**src/rtl/irq_ctrl_pkg.sv**
```systemverilog
package irq_ctrl_pkg;
  typedef enum logic [1:0] {
    REG_STATUS = 2'd0,
    REG_ENABLE = 2'd1,
    REG_CTRL   = 2'd2,
    REG_NONE   = 2'd3
  } reg_sel_e;

  localparam int PEND_BIT = 3;
endpackage

```
**src/rtl/irq_src_bank.sv**
```systemverilog
module irq_src_bank #(
  parameter int N_SRC = 4
) (
  input  logic             clk,
  input  logic             rst,
  input  logic [N_SRC-1:0] evt,
  input  logic             st_we,
  input  logic [N_SRC-1:0] st_wdata,
  input  logic             en_we,
  input  logic [N_SRC-1:0] en_wdata,
  output logic [N_SRC-1:0] status,
  output logic [N_SRC-1:0] enable,
  output logic             pend
);
  logic [N_SRC-1:0] clr_mask;

  assign clr_mask = st_we ? ~st_wdata : '0;

  generate
    for (genvar i = 0; i < N_SRC; i++) begin : g_src
      always_ff @(posedge clk) begin
        if (rst) status[i] <= 1'b0;
        else     status[i] <= (status[i] & ~clr_mask[i]) | evt[i];
      end
    end
  endgenerate

  always_ff @(posedge clk) begin
    if (rst)        enable <= '0;
    else if (en_we) enable <= en_wdata;
  end

  assign pend = |(status & enable);

  AST_EVT_SETS: assert property (@(posedge clk) disable iff (rst)
    (evt != '0) |=> ((status & $past(evt)) == $past(evt)));

  AST_NO_SPONT_SET: assert property (@(posedge clk) disable iff (rst)
    1'b1 |=> ((status & ~$past(status) & ~$past(evt)) == '0));
endmodule

```
**src/rtl/irq_prio_gate.sv**
```systemverilog
module irq_prio_gate #(
  parameter int LVL_W = 3
) (
  input  logic             clk,
  input  logic             rst,
  input  logic             pend,
  input  logic             ie,
  input  logic [LVL_W-1:0] lvl,
  input  logic [LVL_W-1:0] ipl,
  output logic             req
);
  logic pass;

  assign pass = pend & ie & (lvl > ipl);

  always_ff @(posedge clk) begin
    if (rst) req <= 1'b0;
    else     req <= pass;
  end

  AST_LVL0_QUIET: assert property (@(posedge clk) disable iff (rst)
    (lvl == '0) |=> !req);

  AST_REQ_NEEDS_PEND: assert property (@(posedge clk) disable iff (rst)
    !pend |=> !req);
endmodule

```
**src/rtl/merged_irq_ctrl.sv**
```systemverilog
module merged_irq_ctrl
  import irq_ctrl_pkg::*;
#(
  parameter int N_SRC  = 4,
  parameter int DATA_W = 8,
  parameter int LVL_W  = 3
) (
  input  logic              clk,
  input  logic              rst,
  input  logic [N_SRC-1:0]  src_evt,
  input  logic [1:0]        reg_addr,
  input  logic              reg_we,
  input  logic [DATA_W-1:0] reg_wdata,
  output logic [DATA_W-1:0] reg_rdata,
  input  logic              cpu_ie,
  input  logic [LVL_W-1:0]  cpu_ipl,
  input  logic              irq_ack,
  output logic              irq_req
);
  logic [N_SRC-1:0] status, enable;
  logic [LVL_W-1:0] lvl_q;
  logic             pend;
  reg_sel_e         sel;

  assign sel = reg_sel_e'(reg_addr);

  irq_src_bank #(.N_SRC(N_SRC)) u_bank (
    .clk      (clk),
    .rst      (rst),
    .evt      (src_evt),
    .st_we    (reg_we && sel == REG_STATUS),
    .st_wdata (reg_wdata[N_SRC-1:0]),
    .en_we    (reg_we && sel == REG_ENABLE),
    .en_wdata (reg_wdata[N_SRC-1:0]),
    .status   (status),
    .enable   (enable),
    .pend     (pend)
  );

  always_ff @(posedge clk) begin
    if (rst)                         lvl_q <= '0;
    else if (reg_we && sel == REG_CTRL) lvl_q <= reg_wdata[LVL_W-1:0];
  end

  irq_prio_gate #(.LVL_W(LVL_W)) u_gate (
    .clk  (clk),
    .rst  (rst),
    .pend (pend),
    .ie   (cpu_ie),
    .lvl  (lvl_q),
    .ipl  (cpu_ipl),
    .req  (irq_req)
  );

  always_comb begin
    reg_rdata = '0;
    case (sel)
      REG_STATUS: reg_rdata[N_SRC-1:0] = status;
      REG_ENABLE: reg_rdata[N_SRC-1:0] = enable;
      REG_CTRL: begin
        reg_rdata[LVL_W-1:0] = lvl_q;
        reg_rdata[PEND_BIT]  = pend;
      end
      default: reg_rdata = '0;
    endcase
  end

  AST_ACK_KEEPS_STATUS: assert property (@(posedge clk) disable iff (rst)
    (irq_ack && !reg_we && src_evt == '0) |=> $stable(status));

  AST_ACK_KEEPS_REQ: assert property (@(posedge clk) disable iff (rst)
    (irq_ack && irq_req && pend && cpu_ie && lvl_q > cpu_ipl) |=> irq_req);
endmodule

```
**config.mk**
```make
export PLATFORM = sky130hd
export DESIGN_NAME = merged_irq_ctrl
export DESIGN_NICKNAME = d
export VERILOG_FILES = /design/src/rtl/irq_ctrl_pkg.sv /design/src/rtl/irq_src_bank.sv /design/src/rtl/irq_prio_gate.sv /design/src/rtl/merged_irq_ctrl.sv
export SDC_FILE = /design/constraint.sdc
export NUM_CORES = 1
export LEC_CHECK = 0
export ABC_AREA = 1
export CORE_MARGIN = 1
export CORE_UTILIZATION = 36
export CTS_BUF_LIST = sky130_fd_sc_hd__clkbuf_2 sky130_fd_sc_hd__clkbuf_4 sky130_fd_sc_hd__clkbuf_8
export CTS_CLUSTER_SIZE = 30
export DETAILED_ROUTE_END_ITERATION = 10
export PLACE_DENSITY = 0.72
export SLEW_MARGIN = 15
export SYNTH_ARGS = -nofsm -noshare
export SYNTH_HDL_FRONTEND = slang
export SYNTH_SLANG_ARGS = --single-unit
```
**constraint.sdc**
```tcl
create_clock -name clk -period 1.1 [get_ports clk]
set_input_delay 0.11 -clock clk [delete_from_list [all_inputs] [get_ports clk]]
set_output_delay 0.11 -clock clk [all_outputs]
set_load 0.02 [all_outputs]
```
==> flow_summary.ini, run 1 <==
[outcome]
outcome = finished, violations left
violations = setup timing

[placed_design]
dp_cells = 170
post-place-ws_ps = -654
gp_congestion = 0.851
placed_cell_area_sq_um = 1050
portBuffers = 21
post-dp-hpwl_um = 1430

[setup_path]
required_ps = 990
crit_top_cell = nand2_2
cpMaxStageDelayCell = dfxtp_2
crit_chain = nand2_2 -> nand2_2 -> o21ai_2 -> nand3_2 -> buf_6
critPathMaxStageDelay_ps = 340
path_max_fanout = 2
arrival_ps = 1170
crit_type = flip-flop to output pin
endpoint_kind = output pin
cp-start-kind = flip-flop

[sta]
slew_violations = 0
post-route-period-util_pct = 116
setup_slack_ps = -178
skew_ps = 6.93
fmax_mhz = 782
min_period_ps = 1280
rsz0062_at_grt = yes
setup_viol = 3
finalHoldViolCount = 0

[clock_tree]
cts.clk_slew.worst_paths_ps = 80
insertion_delay_ps = 290
cts_sinks = 12
clk_path_buf_depth = 2
cts_made_buffers = 3
cts_tree = yes
htreeDepth = 1
cts-root-buf = clkbuf_4
cts_hold_buf = 0

[die]
start_util_pct = 39.5
rows = 15
dieArea_sq_um = 2140
coreArea_sq_um = 1780
die_y_um = 46.2
pin_count = 31
die_w_um = 46.2

[power_and_ir_drop]
powerDensity_nw_per_um2 = 967
power_mw = 1.19
ir_worst_vdd_mv = 0.594
power.leakage_nw = 0.636

[global_route]
first_global_vias = 791
antenna_found_initial = 0
grt_use_met3_pct = 4.71
grt_overflow_total = 0
track_usage_pct = 22.7
grt_max_degree = 8
top_usage_layer = met2
grtUsageMet1_pct = 25.2
grt_pass1_wl_um = 3320
grtUsageMet2_pct = 38.9

[final_layout]
fin_cells = 176
design_area_sq_um = 1230
final_core_util_pct = 68.9
antenna_cells = 0
drive_above_1_share_pct = 41.1
final_cell_mix = 17 x inv_1, 17 x nor2_1, 14 x nand2_1, 14 x clkdlybuf4s50_1, 13 x buf_4
syn_to_final_growth_pct = 74.4
finalNetCount = 177

[routing]
drc = 0
drt_iter0_drc = 17
route.final.wire_length_um = 2250
dr_total_vias = 855
wl_per_cell_um = 12.8
viasPerCell = 4.86
drt_first_pass_iters = 4
drtAntennaViolNets = 0

[min_path]
worstHoldPathType = input pin to flip-flop

[logic_synthesis]
avgSynthCellArea_sq_um = 6.46
synthCells = 109
syn_area_sq_um = 704
synthDistinctLibCells = 14
synth.yosys.warnings = 0
synth_seq_cells = 12
synth-seq-area-share_pct = 34.1

[job]
cap_viol_max_count = 0
-- metal layers --
layer / part of all wire (%) / wire (um)
met5: 0 / 0
met4: 3.6 / 80
met3: 5.9 / 132
met2: 51 / 1160
met1: 39 / 880
-- report_power, final --
| part | internal [mW] | leakage (nW) | switching, mW |
|---|---|---|---|
| combinational | 0.174 | 0.513 | 0.161 |
| clock | 0.202 | 0.0210 | 0.168 |
| sequential | 0.462 | 0.102 | 0.0198 |
| total | 0.838 | 0.636 | 0.349 |
-- Yosys cell counts --
cell type	count	share of area, %
o211ai_1	1	1.1
buf_4	4	4.3
inv_1	18	9.6
conb_1	1	0.53
dfxtp_1	12	34
o21ai_0	10	7.1
nor2_4	3	4.8
nand3_1	8	5.7
nand2_1	23	12
inv_2	3	1.6
nor2_1	17	9.1
nand2_2	2	1.8
a21oi_1	4	2.8
ha_1	3	5.3
-- cells by family after synthesis --
family | share of synthesized area (%)
AOI/OAI and AO/OA | 11.0
adders and majority gates | 5.33
buffers and inverters | 15.5
DFF | 34.1
other | 0.532
and+or+nand+nor | 33.6
-- state kept, by name (all words and copies together), names as in the netlist --
name,cells
lvl_q,3
u_bank.enable,4
u_gate.req,1
u_bank.status,4
-- metrics by stage --
stage | hold slack [ps] | setup TNS [ps]
6_report | 355 | -257
3_5_place_dp | 484 | -5020
5_1_grt | 375 | -514
4_1_cts | 360 | -193
3_3_place_gp | 478 | -4650
2_1_floorplan | 179 | 0
-- final timing paths --
kind	cells past startpoint	endpoint	from	slack, ps
max	5	reg_rdata[3]	u_bank.status[1]$_SDFF_PP0_	-180
min	3	u_bank.status[1]$_SDFF_PP0_	src_evt[1]	350
max reg2reg	8	u_gate.req$_SDFF_PP0_	lvl_q[0]$_SDFFE_PP0P_	-10
min reg2reg	2	u_bank.enable[1]$_SDFFE_PP0P_	u_bank.enable[1]$_SDFFE_PP0P_	550
-- worst max-delay path: cells and delay by family (launching register included) --
kind	cells	cell delay (ps)
DFF	1	340
buffers and inverters	1	130
AOI/OAI and AO/OA	1	170
and+or+nand+nor	3	250
-- cell type report --
class | count | area [sq um]
well taps | 25 | 31.3
multi-input cells | 75 | 464
clock buffers | 4 | 36.3
flip-flops and latches | 12 | 251
repair buffers | 39 | 367
fillers | 129 | 554
inverters | 21 | 78.8
-- repair_timing --
action / 4_1_cts / 5_1_grt
endpoints found under the hold margin: 0 / 0
pin swaps: 8 / 9
gates resized for setup: 52 / 14
endpoints found under the setup margin: 6 / 5
setup buffers: 1 / 2
No activity file was read; power rests on OpenSTA's default activity.
==> inputs of run 2 (changes only) <==
MAX_ROUTING_LAYER = met4   (was not set)
==> flow_summary.ini, run 2 (synthesis gave the netlist of run 1 again) <==
[outcome]
outcome = finished, violations left
violations = setup timing

[routing]
dr_total_vias = 849
viasPerCell = 4.88
drc = 0
drt_iter0_drc = 19
drt_first_pass_iters = 4
route.final.wire_length_um = 2110
wl_per_cell_um = 12.1
drtAntennaViolNets = 0

[die]
rows = 15
coreArea_sq_um = 1780
start_util_pct = 39.5
pin_count = 31
dieArea_sq_um = 2140
die_y_um = 46.2
die_w_um = 46.2

[setup_path]
crit_type = flip-flop to output pin
r2r_end = u_gate.req$_SDFF_PP0_
required_ps = 990
arrival_ps = 1110
crit_chain = buf_6 -> nand2_2 -> o211ai_1 -> buf_4
path_max_fanout = 2
r2r_slack_ps = 30
cpMaxStageDelayCell = dfxtp_2
cp-startpoint = u_bank.status[0]$_SDFF_PP0_
endpoint_kind = output pin
worstSetupEndpoint = reg_rdata[0]
timing.critical_path.depth = 4
path_buf_inv = 2
reg2regPathDepth = 8
cp_top_family = flip-flops
cp-start-kind = flip-flop
critPathMaxStageDelay_ps = 350
timing.rr.start = lvl_q[0]$_SDFFE_PP0P_

[power_and_ir_drop]
p_sw_mw = 0.341
swShare_pct = 29.0
p_seq_share_pct = 41.1
clock_power_share_pct = 31.0
powerDensity_nw_per_um2 = 973
ir_worst_vdd_mv = 0.731
p_comb_share_pct = 27.9
power.leakage_nw = 0.606
internal-power_mw = 0.834

[sta]
slew_violations = 0
post-route-period-util_pct = 111
finalHoldViolCount = 0
skew_ps = 1.69
rsz0062_at_grt = yes
fmax_mhz = 817
setup_viol = 2
min_period_ps = 1220
setup_slack_ps = -124

[global_route]
track_usage_pct = 22.7
grt_pass1_wl_um = 3220
first_global_vias = 774
antenna_found_initial = 0
grt_overflow_total = 0
grt_max_degree = 8

[final_layout]
reg_top3 = u_bank.enable: 4 flops, u_bank.status: 4 flops, lvl_q: 3 flops
syn_to_final_growth_pct = 71.6
drive_above_1_share_pct = 43.6
fin_cells = 174
final_cell_mix = 17 x nor2_1, 15 x inv_1, 14 x clkdlybuf4s50_1
final_common_cell = nor2_1
antenna_cells = 0
fillers = 130
finalNetCount = 175

[placed_design]
gp_congestion = 0.857
dp_cells = 168
post-place-ws_ps = -669
portBuffers = 21
post-dp-hpwl_um = 1430

[clock_tree]
cts_made_buffers = 3
cts_hold_buf = 0
clk_path_buf_depth = 2
cts_sinks = 12
cts_tree = yes
cts-root-buf = clkbuf_4
cts.clk_slew.worst_paths_ps = 80
htreeDepth = 1
insertion_delay_ps = 290

[min_path]
min_from = src_evt[2]
worstHoldPathType = input pin to flip-flop

[job]
cap_viol_max_count = 0
[run 2: cell types whose count changed in the layout (fill, tap and decap cells not counted), sizes merged]
cell / before / now
buf: 22 / 20
[run 2: power by group through the flow]
stage,Combinational [mW],Sequential (mW),Clock (mW)
after global routing,0.357,0.485,0.396
final,0.328,0.483,0.365
after detailed placement,0.266,0.482,0
after CTS,0.292,0.478,0.374
after floorplan,0.124,0.481,0
after global placement,0.259,0.483,0
[run 2: worst min-delay path by stage]
stage	end	slack (ps)	cells after the start
global placement	u_bank.status[0]$_SDFF_PP0_	480	2
floorplan	u_bank.status[0]$_SDFF_PP0_	180	1
global route	u_bank.status[0]$_SDFF_PP0_	360	3
detailed placement	u_bank.status[0]$_SDFF_PP0_	490	2
finish	u_bank.status[2]$_SDFF_PP0_	350	3
CTS	u_bank.status[0]$_SDFF_PP0_	350	3
[run 2: metrics by stage]
step / utilization [%] / power, mW / area [sq um] / hold slack (ps) / TNS, ps
4_1_cts: 64.0 / 1.14 / 1140 / 350 / -279
5_1_grt: 67.8 / 1.24 / 1210 / 362 / -385
3_3_place_gp: 57.9 / 0.741 / 1030 / 479 / -4230
3_5_place_dp: 57.9 / 0.749 / 1030 / 487 / -4550
6_report: 67.8 / 1.18 / 1210 / 353 / -241
2_1_floorplan: - / 0.606 / 716 / 179 / 0
[run 2: worst reg2reg max path, cell delays in order, from the launching register on]
cell     delay (ps)
dfxtp_2         330
inv_2            40
buf_6           110
ha_4            250
nand3_2          60
nand2_2          70
inv_2            40
o21ai_2          40
nor2_1           40
[run 2: what timing repair did]
| item | 4_1_cts | 5_1_grt |
|---|---|---|
| resized for setup | 48 | 21 |
| setup buffers | 2 | 2 |
| pin swaps | 11 | 7 |
| setup endpoints to repair | 6 | 5 |
[run 2: routing by layer]
metal  routed length [um]  vias to the layer above  GRT usage (%)  share of wire [%]
li1                     -                      408              -                  -
met2                  998                       43           36.6                 47
met4                   78                        0           12.4                3.7
met3                  152                       13           5.10                7.2
met5                    0                        -              -                  0
met1                  881                      385           25.7                 42
[run 2: final cells by class]
class	instances	area, sq um	share of cell area [%]
multi-input cells	75	460	38.1
inverters	21	78.8	6.52
flip-flops and latches	12	254	21.0
clock buffers	4	36.3	3.00
repair buffers	37	348	28.8
well taps	25	31.3	2.59
